**config.mk**
```make
export PLATFORM = sky130hd
export DESIGN_NAME = sdadc_reg_engine
export DESIGN_NICKNAME = d
export VERILOG_FILES = /design/src/rtl/sdadc_reg_engine.sv
export SDC_FILE = /design/constraint.sdc
export NUM_CORES = 1
export LEC_CHECK = 0
export BUFFER_PORTS_ARGS = -buffer_cell sky130_fd_sc_hd__buf_2
export CAP_MARGIN = 20
export CORE_MARGIN = 5
export CORE_UTILIZATION = 53
export CTS_BUF_LIST = sky130_fd_sc_hd__clkbuf_4
export CTS_CLUSTER_DIAMETER = 60
export DETAILED_ROUTE_END_ITERATION = 8
export GPL_ROUTABILITY_DRIVEN = 0
export PLACE_DENSITY = 0.73
export SYNTH_ARGS = -nofsm -noshare
export SYNTH_HDL_FRONTEND = slang
export SYNTH_SLANG_ARGS = --single-unit
```
**constraint.sdc**
```tcl
create_clock -name clk -period 3.4 [get_ports clk]
set_input_delay 0.17 -clock clk [delete_from_list [all_inputs] [get_ports clk]]
set_output_delay 0.17 -clock clk [all_outputs]
set_load 0.01 [all_outputs]
```
**src/rtl/sdadc_reg_engine.sv**
```systemverilog
module sdadc_reg_engine #(
  parameter int CLK_DIV       = 4,
  parameter int RESET_WAIT    = 50000,
  parameter int READY_TIMEOUT = 200000
) (
  input  logic        clk,
  input  logic        rst_n,
  input  logic        req_valid,
  output logic        req_ack,
  input  logic [1:0]  req_op,
  input  logic [2:0]  req_addr,
  input  logic [1:0]  req_len,
  input  logic [23:0] req_wdata,
  input  logic        req_hold,
  input  logic        req_cread,
  input  logic [3:0]  id_expect,
  output logic        rsp_done,
  output logic        rsp_err,
  output logic [23:0] rsp_rdata,
  output logic        id_warn,
  output logic        sclk,
  output logic        cs_n,
  output logic        mosi,
  input  logic        miso
);
  localparam logic [1:0] OP_RD = 2'd0, OP_WR = 2'd1, OP_RST = 2'd2;
  localparam logic [2:0] ID_ADDR = 3'd4;
  localparam int DW = $clog2(CLK_DIV + 1);
  localparam int WMAX = (RESET_WAIT > READY_TIMEOUT) ? RESET_WAIT : READY_TIMEOUT;
  localparam int WW = $clog2(WMAX + 1);

  typedef enum logic [1:0] {S_IDLE, S_SHIFT, S_GAP, S_WAIT} state_t;
  state_t state;

  logic [1:0]    op_q, len_q;
  logic [2:0]    addr_q;
  logic          hold_q, ph;
  logic [47:0]   tx;
  logic [23:0]   rx, rx_al, wd_al;
  logic [5:0]    nbits, bits;
  logic [DW-1:0] dcnt;
  logic [WW-1:0] wcnt;
  logic          m1, m2;
  logic [7:0]    cmd;

  assign cmd   = {1'b0, req_op == OP_RD, req_addr, req_cread, 2'b00};
  assign wd_al = (req_op == OP_WR) ? (req_wdata << {~req_len, 3'b000}) : 24'h0;

  always_comb begin
    case (len_q)
      2'd1:    rx_al = {16'h0, rx[7:0]};
      2'd2:    rx_al = {8'h0, rx[15:0]};
      default: rx_al = rx;
    endcase
  end

  always_ff @(posedge clk or negedge rst_n) begin
    if (!rst_n) begin
      m1 <= 1'b1;
      m2 <= 1'b1;
    end else begin
      m1 <= miso;
      m2 <= m1;
    end
  end

  always_ff @(posedge clk or negedge rst_n) begin
    if (!rst_n) begin
      state <= S_IDLE;
      req_ack <= 1'b0; rsp_done <= 1'b0; rsp_err <= 1'b0;
      rsp_rdata <= '0; id_warn <= 1'b0;
      sclk <= 1'b1; cs_n <= 1'b1; mosi <= 1'b1;
      op_q <= '0; len_q <= '0; addr_q <= '0; hold_q <= 1'b0; ph <= 1'b1;
      tx <= '0; rx <= '0; nbits <= '0; bits <= '0; dcnt <= '0; wcnt <= '0;
    end else begin
      req_ack  <= 1'b0;
      rsp_done <= 1'b0;
      case (state)
        S_IDLE: if (req_valid) begin
          req_ack <= 1'b1;
          op_q <= req_op; len_q <= req_len; addr_q <= req_addr; hold_q <= req_hold;
          rsp_err <= 1'b0;
          dcnt <= '0; wcnt <= '0; bits <= '0; ph <= 1'b1;
          case (req_op)
            OP_RD, OP_WR:
              if (req_len == 2'd0) begin
                rsp_done <= 1'b1;
                rsp_err  <= 1'b1;
              end else begin
                tx    <= {cmd, wd_al, 16'h0};
                nbits <= {1'b0, req_len, 3'b000} + 6'd8;
                cs_n  <= 1'b0;
                state <= S_SHIFT;
              end
            OP_RST: begin
              tx    <= '1;
              nbits <= 6'd48;
              cs_n  <= 1'b0;
              state <= S_SHIFT;
            end
            default: begin
              cs_n  <= 1'b0;
              state <= S_WAIT;
            end
          endcase
        end
        S_SHIFT:
          if (dcnt == DW'(CLK_DIV - 1)) begin
            dcnt <= '0;
            if (!ph) begin
              sclk <= 1'b1;
              rx   <= {rx[22:0], miso};
              tx   <= {tx[46:0], 1'b1};
              bits <= bits + 6'd1;
              ph   <= 1'b1;
            end else if (bits == nbits) begin
              mosi <= 1'b1;
              if (op_q == OP_RST) begin
                cs_n  <= 1'b1;
                state <= S_GAP;
              end else begin
                cs_n     <= ~hold_q;
                rsp_done <= 1'b1;
                state    <= S_IDLE;
                if (op_q == OP_RD) begin
                  rsp_rdata <= rx_al;
                  if (addr_q == ID_ADDR) id_warn <= (rx[3:0] != id_expect);
                end
              end
            end else begin
              sclk <= 1'b0;
              mosi <= tx[47];
              ph   <= 1'b0;
            end
          end else begin
            dcnt <= dcnt + 1'b1;
          end
        S_GAP:
          if (wcnt == WW'(RESET_WAIT - 1)) begin
            rsp_done <= 1'b1;
            wcnt     <= '0;
            state    <= S_IDLE;
          end else begin
            wcnt <= wcnt + 1'b1;
          end
        default:
          if (wcnt >= WW'(2) && !m2) begin
            rsp_done <= 1'b1;
            cs_n     <= ~hold_q;
            state    <= S_IDLE;
          end else if (wcnt == WW'(READY_TIMEOUT - 1)) begin
            rsp_done <= 1'b1;
            rsp_err  <= 1'b1;
            cs_n     <= 1'b1;
            state    <= S_IDLE;
          end else begin
            wcnt <= wcnt + 1'b1;
          end
      endcase
    end
  end

  p_cmd_msb_zero_r1: assert property (@(posedge clk) disable iff (!rst_n)
    (state == S_SHIFT && op_q != OP_RST && bits == 6'd0 && !ph) |-> !mosi);

  p_sclk_idle_r2: assert property (@(posedge clk) disable iff (!rst_n)
    cs_n |-> sclk);

  p_badlen_quiet_r3: assert property (@(posedge clk) disable iff (!rst_n)
    (state == S_IDLE && req_valid && !req_op[1] && req_len == 2'd0)
      |=> (rsp_done && rsp_err && $stable(cs_n) && $stable(sclk)));

  p_reset_ones_r5: assert property (@(posedge clk) disable iff (!rst_n)
    (state == S_SHIFT && op_q == OP_RST) |-> mosi);

  p_timeout_release_r7: assert property (@(posedge clk) disable iff (!rst_n)
    (state == S_WAIT && wcnt == WW'(READY_TIMEOUT - 1) && m2) |=> (rsp_done && rsp_err && cs_n));

  p_ack_pulse_r9: assert property (@(posedge clk) disable iff (!rst_n)
    req_ack |=> !req_ack);

  p_no_ack_busy_r9: assert property (@(posedge clk) disable iff (!rst_n)
    (state != S_IDLE && $past(state) != S_IDLE) |-> !req_ack);

  p_done_pulse: assert property (@(posedge clk) disable iff (!rst_n)
    rsp_done |=> !rsp_done);
endmodule

```
Word level (Yosys, flattened, before mapping)
Index checks and enable logic that the tools add are counted.

storage, ports and cells
  logic and storage cells = 156
  bits in registers = 149
  bits of input ports = 41
  memory bits (read-only) = 0
  memories kept = 0
  bits in latches = 0
  output and inout bits = 31
  bits in writable memories = 0

operators by class
  bitwise gates (word level) = 7
  eq/ne operators = 26
  shifts and indexed selects = 1
  $add $sub $neg = 4
  $lt $le $gt $ge = 1
  reductions and logical operators = 28
  multipliers = 0
  div/mod/pow operators = 0
  mux-type cells = 67

operators by type and width
  cell                   count
  $mux 48                4
  $pmux 48 s2            2
  $mux 18                4
  $pmux 18 s3            1
  $pmux 24 s2            1
  $mux 1                 30
  $mux 24                1
  $mux 6                 4
  $pmux 6 s2             2
  $shl 24x5->24          1
  $reduce_and 7->1       3
  $add 18x1->18 const B  1
  $eq 18x16->1 const B   1
  $eq 18x18->1 const B   1
  $ge 18x2->1 const B    1
  $mux 2                 9
  $ne 2x2->1 const B     8
  $reduce_and 4->1       4
  $reduce_and 3->1       4
  $reduce_and 6->1       2
  $ne 3x1->1 const B     3
  $eq 2x2->1 const B     4
  $logic_not 2->1        4
  $add 5x4->6 const B    1
  other kinds (24)       38

Logic depth before layout (Yosys ltp)
Gate-level depths: netlist of run 1.

  depth after elaboration = 7
  gate-level depth with buffers = 12
  depth with buffers taken out = 8

Worst setup path after synthesis of run 1
Ideal clock, no wire load.

  path type = register to register
  start point = reg wcnt[1]
  end point = reg wcnt[11]
  clock period less this slack = 2356 ps
  buffers on the path = 0
  arrival = 2290 ps
  required time = 3334 ps
  path slack = 1044 ps
  stages on the path, launching flop included = 8
  cell sequence = dfrtp_1 -> ha_1 -> nand4_2 -> or4_4 -> o31a_1 -> and2_4 -> or4_1 -> nand2_1

between the ends
  longest elaborated chain between the ends = 4
  elaborated cells on any way between the ends = 12
  those cells by class = add/sub: 1; order compare: 1; eq/ne: 4; mux: 4; reduce/logical: 2

ends and longest elaborated chain
  element                                          RTL line       source
  start: declaration                               42             logic [WW-1:0] wcnt;
  start signal: assignment                         144            wcnt <= wcnt + 1'b1;
  start signal: assignment                         157            wcnt <= wcnt + 1'b1;
  $add 18x1->18 or $ge 18x2->1 (tied branches)     144, 157, 147
  $mux 18 or $logic_and 1x1->1 (tied branches)     151, 147
  $mux 18 or $ne 3x1->1 (tied branches)            -
  $pmux 18 s3 or $reduce_and 4->1 (tied branches)  -

Parallel ways exist; a longest one is shown, timed or not. The select of a mux whose other input is x is not followed.
A chain may end at the register's enable or synchronous reset.

Worst setup path in the final report of run 1
  start point = reg state[1]
  end point = reg wcnt[12]

between the ends
  longest elaborated chain between the ends = 3
  elaborated cells on any way between the ends = 9
  those cells by class = eq/ne: 5; mux: 1; bitwise: 1; reduce/logical: 2

ends and longest elaborated chain
  element                                                    RTL line  source
  start: declaration                                         33        state_t state;
  start signal: assignment                                   69        state <= S_IDLE;
  start signal: assignment                                   93        state <= S_SHIFT;
  start signal: assignment                                   99        state <= S_SHIFT;
  $eq 2x2->1, or another cell as far along                   78        case (state)
  $ne 3x1->1 (no source line), or another cell as far along  -
  $reduce_and 4->1 (no source line)                          -

Parallel ways exist; a longest one is shown, timed or not.

==> flow_metrics.tcl, run 1 <==
set metrics [dict create \
    finalSetupViolCount 0 \
    hold_path.class "in -> reg" \
    rsz0062_at_grt "no" \
    cts_sinks 146 \
    syn2layout_area_growth_pct 11.5 \
    clk_latency_ns 0.53 \
    cts_buffers 17 \
    yosys.area.top_type "dfrtp_1" \
    arrival_ns 3.27 \
    synthCells 754 \
    synth_edf_count 0 \
    synth.ff_latch_count 146 \
    grt_pass1_wl_um 26300 \
    drc 0 \
    min_period_ns 2.80 \
    fill_cells 1180 \
    crit_fanout 14 \
    maxSlewHeadroom_pct 40.8 \
    io_pins 72 \
    synth_warnings 0 \
    required_ns 3.87 \
    yosysSeqAreaShare_pct 51.0 \
    coreArea_sq_mm 0.0132 \
    via_per_inst 5.60 \
    synth_top_cell_area_share_pct 48.8 \
    synth.area.top_cells "dfrtp_1, mux2_2, nand2_1" \
    dp_hpwl_um 10700 \
    cts-resized-gates 0 \
    max-vdd-ir-drop_mv 0.243 \
    grt_pass1_vias 5558 \
    fin_worst_hold_slack_ns 0.0586 \
    startpoint_type "register" \
    nets 866 \
    synthFlopType "dfrtp_1" \
    antenna_found_initial 1 \
    grt-ovfl-total 0 \
    fin_skew_ns 0.0138 \
    portBuffers 71 \
    hold_viol_final 0 \
    rows 42 \
    drt_first_pass_iters 5 \
    timing.final.crit_share_pct 82.5 \
    routed_wirelength_um 15400 \
    max-clock-path-buffers 2 \
    drt_iter0_drc 438 \
    path_cells "inv_1 -> ha_1 -> nor2b_1 -> nor2_1 -> o31a_1 -> and2_4 -> or4_1 -> nand2_1" \
    path_clk_slew_ns 0.12 \
    crit_path_end_kind "register" \
    finalPower_mw 2.96 \
    worstMarginPinSlew_ns 0.888 \
    crit_path_max_incr_delay_ns 0.51 \
    syn_area_sq_mm 0.00718 \
    outcome "finished clean" \
    finalNonFillerCells 1001 \
    slew_viol_final 0 \
    die_w_um 126 \
    synth_common_cells "dfrtp_1, nand2_1, o21ai_0, a21oi_1, nor2_1" \
    critical_path_class "reg -> reg" \
    cts_setup_buffers 0 \
    avgSynthCellArea_sq_um 9.53 \
    detail-route-antenna-nets 0 \
    powerDensity_mw_per_mm2 370 \
    grtUsageTotal_pct 19.9 \
    wl_per_cell_um 15.4 \
    synthArstFlopShare_pct 100 \
    drive_above_1_share_pct 21.2 \
    vias 5609 \
    grt_max_degree 99 \
    placed_cells 962 \
    postLayoutCoreUtil_pct 60.5 \
    crit_slowest_cell "or4_1" \
    initial_utilization_pct 54.2 \
    synth_most_common_cell "dfrtp_1" \
    die_y_um 126 \
    fin_setup_tns_ns 0 \
    root_buffer "clkbuf_4" \
    dieArea_sq_mm 0.0160 \
    cts_tree "yes" \
    synth_nets 807 \
    h-tree-depth 4 \
    fmax_mhz 357 \
    p_leak_nw 3.77 \
    yosysUniqueCellTypes 55 \
    maxCapViolCount 0 \
]
[sequential cells by signal, summed over array words and instances (netlist names), 2 cells and up]
| name | count |
|---|---|
| bits | 6 |
| op_q | 2 |
| nbits | 3 |
| addr_q | 3 |
| dcnt | 3 |
| rsp_rdata | 24 |
| state | 2 |
| wcnt | 18 |
| tx | 48 |
| rx | 24 |
| len_q | 2 |
[power by group]
part	switching (mW)	internal (mW)	leakage (nW)
clock	0.591	0.414	0.129
sequential	0.0130	1.76	1.93
combinational	0.113	0.0726	1.71
[per-layer routing]
metal / wire, um / share of wire [%] / vias to the layer above / global-route usage, %
li1: - / - / 2754 / -
met1: 6990 / 45 / 2711 / 26.2
met2: 7550 / 49 / 128 / 32.5
met3: 651 / 4.2 / 16 / 3.87
met4: 219 / 1.4 / 0 / 7.95
met5: 0 / 0 / - / 0
[path summary, 6_finish.rpt]
path                           start       end  slack, ns  cells after the start
min                        req_valid   dcnt[0]       0.06                      4
min reg2reg                       m1        m2       0.37                      0
max                         state[1]  wcnt[12]       0.60                      8
max reg2reg                 state[1]  wcnt[12]       0.60                      8
min in group asynchronous      rst_n   wcnt[2]       0.30                      2
max in group asynchronous      rst_n        m1       2.26                      3
[per-stage QoR]
| step | cell area, sq um | worst slack [ns] |
|---|---|---|
| global route | 8010 | 0.410 |
| floorplan | 7180 | 1.04 |
| detailed placement | 7680 | 0.690 |
| global placement | 7680 | 0.837 |
| CTS | 8010 | 0.648 |
| finish | 8010 | 0.596 |
[kinds of logic (layout without fill, tap and decap cells)]
family,after synthesis,after routing,share of synthesized area (%)
AOI/OAI and AO/OA,213,213,17.1
xor gates and xnor gates,16,16,1.95
adders and majority gates,12,12,2.09
buffers and inverters,68,138,3.69
DFF,146,146,51.0
muxes,57,57,8.76
other,0,1,0
and+or+nand+nor,242,242,15.4
[critical path, delay by kind of cell (launching register included)]
kind	cells	cell delay [ns]
compound gates	1	0.17
flops	1	0.46
simple gates	5	1.49
fa+ha+maj	1	0.45
buf+inv	1	0.17
[cell usage in the layout, fill, tap and decap left out, drive strengths merged, types with 9 or more instances in the layout]
master,instances
dfrtp,140
nand2,115
o21ai,84
a21oi,83
buf,80
nor2,59
mux2,47
inv,19
clkbuf,17
xor2,14
ha,12
nand3,11
mux2i,10
or3,9
or4,9
clkinv,9
[area by class of cell]
cell class / count / area [sq um] / share of cell area (%)
sequential: 146 / 3660 / 45.7
multi-input combinational: 540 / 3270 / 40.8
timing repair buffer: 88 / 534 / 6.67
tap: 176 / 220 / 2.75
clock buffer: 17 / 128 / 1.59
clock inverter: 13 / 121 / 1.52
inverter: 20 / 75.1 / 0.938
antenna: 1 / 2.50 / 0.0313
[timing repair]
action	CTS	global route
hold buffers	8	0
endpoints found under the setup margin	0	0
hold endpoints to repair	106	0
No activity file was read; power rests on OpenSTA's default activity.
==> run 2: changes to the inputs <==
--- a/config.mk
+++ b/config.mk
@@ -13,7 +13,7 @@
 export CTS_CLUSTER_DIAMETER = 60
 export DETAILED_ROUTE_END_ITERATION = 8
 export GPL_ROUTABILITY_DRIVEN = 0
-export PLACE_DENSITY = 0.73
+export PLACE_DENSITY = 0.76
 export SYNTH_ARGS = -nofsm -noshare
 export SYNTH_HDL_FRONTEND = slang
 export SYNTH_SLANG_ARGS = --single-unit
==> constraint.sdc (replaced) <==
create_clock -name clk -period 2.4 [get_ports clk]
set_input_delay 0.12 -clock clk [delete_from_list [all_inputs] [get_ports clk]]
set_output_delay 0.12 -clock clk [all_outputs]
set_load 0.01 [all_outputs]
==> flow_metrics.tcl, run 2 (synthesis gave the netlist of run 1 again) <==
set metrics [dict create \
    p_leak_nw 4.01 \
    maxCapViolCount 0 \
    rr_worst_depth 9 \
    grt-ovfl-total 0 \
    drive_above_1_share_pct 26.0 \
    rsz0062_at_grt "yes" \
    required_ns 2.88 \
    initial_utilization_pct 54.2 \
    fmax_mhz 400 \
    startpoint_type "register" \
    cts_buffers 17 \
    postLayoutCoreUtil_pct 64.0 \
    max-clock-path-buffers 2 \
    timing.final.crit_share_pct 104 \
    portBuffers 71 \
    grt_util_met2_pct 35.1 \
    outcome "complete, but fails checks" \
    hold_viol_final 0 \
    timing.rr.start "wcnt[0]" \
    r2r_end "wcnt[8]" \
    busiest_layer "met2" \
    dieArea_sq_mm 0.0160 \
    powerDensity_mw_per_mm2 518 \
    syn2layout_area_growth_pct 18.0 \
    finalPower_mw 4.39 \
    detail-route-antenna-nets 0 \
    worstMarginPinSlew_ns 0.698 \
    grt_pass1_wl_um 27700 \
    crit_fanout 11 \
    drt_first_pass_iters 4 \
    final_common_cell "dfrtp_1" \
    die_y_um 126 \
    finalSetupViolCount 11 \
    drt_iter0_drc 339 \
    h-tree-depth 4 \
    largest_registers "tx: 48 flops, rsp_rdata: 24 flops, rx: 24 flops" \
    hold_path.class "in -> reg" \
    ff_latch_area_sq_mm 0.00366 \
    crit_path_end_kind "register" \
    fill_cells 1094 \
    grt_pass1_vias 5875 \
    grt_max_degree 76 \
    layout_common_cells "dfrtp_1, nand2_1, o21ai_0" \
    die_w_um 126 \
    rows 42 \
    dp_hpwl_um 11300 \
    grtUsageTotal_pct 21.0 \
    nets 901 \
    min_period_ns 2.50 \
    maxSlewHeadroom_pct 53.5 \
    vias 5844 \
    met3_usage_pct 5.09 \
    violations "negative setup slack" \
    cts_tree "yes" \
    cp-startpoint "wcnt[0]" \
    largest_reg_flops 48 \
    grtUsageMet1_pct 27.0 \
    slew_viol_final 0 \
    max-vdd-ir-drop_mv 0.414 \
    crit_end "wcnt[8]" \
    io_pins 72 \
    critical_path_class "reg -> reg" \
    root_buffer "clkbuf_4" \
    reg2reg_slack_ns -0.1 \
    drc 0 \
    regMostFlops "tx" \
    routed_wirelength_um 16500 \
    via_per_inst 5.64 \
    path_clk_slew_ns 0.12 \
    clk_latency_ns 0.54 \
    fin_skew_ns 0.0183 \
    cts_sinks 146 \
    place_ws_ns -0.0857 \
    coreArea_sq_mm 0.0132 \
    arrival_ns 2.97 \
    multiInputGateArea_sq_mm 0.00335 \
    wl_per_cell_um 16.0 \
    antenna_cells 0 \
    antenna_found_initial 0 \
    setup_ws_ns -0.0972 \
]
==> run 2: changes by cell type in the layout (fill, tap and decap cells not counted), moves of 3 or more <==
cell,previous run,this run
buf_12,2,5
dlygate4sd3_1,8,11
buf_4,7,34
a21oi_2,0,3
clkbuf_4,17,21
a21oi_1,83,80
==> run 2: through the flow <==
stage                     hold WS, ns  cells  cell area (sq um)  TNS [ns]
after detailed placement      0.00962    985               7870    -0.489
final                          0.0495   1037               8480    -0.531
after floorplan                -0.176    754               7180         0
after global placement        0.00810    985               7870   -0.0685
after global routing           0.0379   1037               8480     -2.02
after CTS                     0.00477   1033               8380    -0.248
==> run 2: layout make-up <==
class / count / area share (%)
Clock buffer: 21 / 1.86
Multi-Input combinational cell: 540 / 39.6
Tap cell: 176 / 2.60
Clock inverter: 11 / 1.62
Timing Repair Buffer: 123 / 10.3
Inverter: 20 / 0.886
Sequential cell: 146 / 43.2
==> run 2: worst max-delay path, stage by stage, from the launching register on <==
cell and delay [ns]:
dfrtp_1 0.44, inv_1 0.07, ha_2 0.17, or4_4 0.43, nor4b_4 0.30, a211oi_2 0.13, a2bb2oi_2 0.17, buf_12 0.17
or4_4 0.41, a21oi_2 0.15
==> run 2: where the power goes <==
group          switching, mW  internal, mW  total, mW
registers             0.0179          2.49       2.51
clock network          0.845         0.760       1.61
logic                  0.165         0.115      0.280
==> run 2: worst min-delay path by stage <==
stage	from	slack (ns)	cells past startpoint	to
3_5_place_dp	rst_n	0.01	1	wcnt[13]
4_1_cts	req_wdata[1]	0.005	5	tx[17]
2_1_floorplan	rst_n	-0.18	0	addr_q[0]
5_1_grt	req_wdata[4]	0.04	5	tx[20]
3_3_place_gp	rst_n	0.008	1	wcnt[13]
6_report	req_wdata[5]	0.05	5	tx[21]
==> run 2: metal layers <==
layer	part of all wire [%]	wire length, um
met5	0	0
met4	1.7	287
met2	51	8400
met3	4.4	730
met1	43	7130
==> run 2: timing repair <==
| action | CTS | global route |
|---|---|---|
| cloned | 1 | 0 |
| hold endpoints to repair | 159 | 0 |
| hold buffers | 12 | 0 |
| resized for setup | 5 | 14 |
| endpoints found under the setup margin | 11 | 25 |
| buffers inserted | 3 | 4 |
| pin swaps | 7 | 8 |
==> run 3: changes to the inputs <==
--- a/config.mk
+++ b/config.mk
@@ -13,7 +13,9 @@
 export CTS_CLUSTER_DIAMETER = 60
 export DETAILED_ROUTE_END_ITERATION = 8
 export GPL_ROUTABILITY_DRIVEN = 0
+export MAX_ROUTING_LAYER = met4
 export PLACE_DENSITY = 0.76
+export SKIP_LAST_GASP = 1
 export SYNTH_ARGS = -nofsm -noshare
 export SYNTH_HDL_FRONTEND = slang
 export SYNTH_SLANG_ARGS = --single-unit
==> flow_metrics.tcl, run 3 (synthesis gave the netlist of run 1 again) <==
set metrics [dict create \
    outcome "complete, but fails checks" \
    violations "negative setup slack" \
    critical_path_class "reg -> reg" \
    drive_above_1_share_pct 26.0 \
    min_period_ns 2.51 \
    clkPwrFrac_pct 36.6 \
    antenna_cells 0 \
    finalNonFillerCells 1038 \
    grt_pass1_vias 5803 \
    layout_common_cells "dfrtp_1, nand2_1, o21ai_0" \
    largest_registers "tx: 48 flops, rsp_rdata: 24 flops, rx: 24 flops" \
    fin_skew_ns 0.0174 \
    initial_utilization_pct 54.2 \
    reg2reg_slack_ns -0.11 \
    worstMarginPinSlew_ns 0.698 \
    final_area_sq_mm 0.00849 \
    rsz0062_at_grt "yes" \
    wl_per_cell_um 16.0 \
    dieArea_sq_mm 0.0160 \
    final_common_cell "dfrtp_1" \
    maxSlewHeadroom_pct 53.5 \
    path_cells "inv_1 -> ha_2 -> or4_4 -> nor4b_4 -> a211oi_2 -> a2bb2oi_2 -> buf_12 -> or4_1 -> a21oi_2" \
    fin_setup_tns_ns -0.537 \
    h-tree-depth 4 \
    rows 42 \
    fill_cells 1096 \
    placed_cells 985 \
    drc 0 \
    clk_latency_ns 0.54 \
    grt-ovfl-total 0 \
    hold_path.class "in -> reg" \
    crit_slowest_cell "dfrtp_1" \
    seqPwrFrac_pct 57.1 \
    crit_fanout 11 \
    crit_path_max_incr_delay_ns 0.43 \
    hold_viol_final 0 \
    finalSetupViolCount 10 \
    crit_family "simple AND/OR/NAND/NOR gates" \
    switching_share_pct 23.4 \
    detail-route-antenna-nets 0 \
    die_y_um 126 \
    nets 902 \
    r2r_end "wcnt[8]" \
    via_per_inst 5.62 \
    pwr-share-comb_pct 6.4 \
    coreArea_sq_mm 0.0132 \
    required_ns 2.87 \
    cts_sinks 146 \
    max-vdd-ir-drop_mv 0.413 \
    root_buffer "clkbuf_4" \
    antenna_found_initial 0 \
    path_clk_slew_ns 0.12 \
    die_w_um 126 \
    routed-wl-met3_um 702 \
    cts_buffers 17 \
    arrival_ns 2.99 \
    hold_depth 5 \
    timing.final.crit_share_pct 105 \
    startpoint_type "register" \
    holdCritStartpoint "req_wdata[5]" \
    io_pins 72 \
    syn2layout_area_growth_pct 18.2 \
    grt_pass1_wl_um 27600 \
    timing.rr.start "wcnt[0]" \
    grt_max_degree 76 \
    slew_viol_final 0 \
    top_layer "met4" \
    drt_first_pass_iters 5 \
    routed_wirelength_um 16600 \
    vias 5832 \
    powerDensity_mw_per_mm2 518 \
    fmax_mhz 398 \
    grtUsageTotal_pct 21.5 \
    largest_reg_flops 48 \
    crit_path_end_kind "register" \
    met1_length_um 7190 \
    rr_worst_depth 9 \
    cts_tree "yes" \
    power.net_switching_mw 1.03 \
    regMostFlops "tx" \
    portBuffers 71 \
    maxCapViolCount 0 \
    drt_iter0_drc 392 \
    max-clock-path-buffers 2 \
    p_int_mw 3.37 \
    setup_ws_ns -0.111 \
    hold_end "tx[21]" \
    dp_hpwl_um 11300 \
    crit_buf_inv 2 \
    postLayoutCoreUtil_pct 64.1 \
    dpl_cell_area_sq_mm 0.00787 \
    met2WireLength_um 8430 \
    p_leak_nw 4.00 \
]
run 3: cell count changes in the layout (fill, tap and decap cells not counted), sizes merged:
cell | before | now
buf | 111 | 112
run 3: tightest hold or removal path, cell delays in order:
cell and delay [ns]:
buf_2 0.10, a21oi_1 0.06, nor2_1 0.08, a21oi_1 0.04, o21ai_0 0.14
run 3: through the flow:
| step | setup WS, ns | power (mW) | hold WS (ns) |
|---|---|---|---|
| floorplan | 0.0444 | 2.68 | -0.176 |
| global placement | -0.0245 | 2.81 | 0.00810 |
| detailed placement | -0.0857 | 2.82 | 0.00962 |
| CTS | -0.0719 | 4.44 | 0.00477 |
| global route | -0.224 | 4.58 | 0.0429 |
| finish | -0.111 | 4.40 | 0.0513 |
run 3: worst max path at each step:
| stage | from | to | slack, ns | cells after the start |
|---|---|---|---|---|
| 6_report | wcnt[0] | wcnt[8] | -0.11 | 9 |
| 5_1_grt | wcnt[0] | wcnt[8] | -0.22 | 9 |
| 4_1_cts | wcnt[0] | wcnt[11] | -0.07 | 9 |
| 3_5_place_dp | wcnt[1] | wcnt[11] | -0.09 | 7 |
| 3_3_place_gp | wcnt[0] | wcnt[8] | -0.02 | 9 |
| 2_1_floorplan | wcnt[1] | wcnt[11] | 0.04 | 7 |
run 3: layout make-up:
cell class | instances | area, sq um | share of cell area [%]
flip-flops and latches | 146 | 3660 | 43.1
multi-input cells | 540 | 3360 | 39.6
repair buffers | 124 | 878 | 10.3
well taps | 176 | 220 | 2.59
clock buffers | 21 | 158 | 1.86
clock inverters | 11 | 138 | 1.62
inverters | 20 | 75.1 | 0.884
run 3: power by group through the flow:
stage / logic, mW / clock network (mW) / registers [mW]
after floorplan: 0.131 / 0 / 2.55
after global placement: 0.252 / 0 / 2.56
after detailed placement: 0.262 / 0 / 2.56
after CTS: 0.283 / 1.65 / 2.51
after global routing: 0.324 / 1.74 / 2.51
final: 0.280 / 1.61 / 2.51
run 3: timing repair:
item | in CTS | in global routing
hold buffers | 12 | 0
cloned | 1 | 0
pin swaps | 4 | 12
endpoints found under the setup margin | 11 | 25
gates resized for setup | 2 | 17
endpoints found under the hold margin | 159 | 0
buffers inserted | 3 | 5
run 3: per-layer routing:
metal,global-route usage (%),vias up
met5,-,-
met4,6.56,0
met3,5.04,30
met2,34.7,149
met1,27.1,2828
li1,-,2825
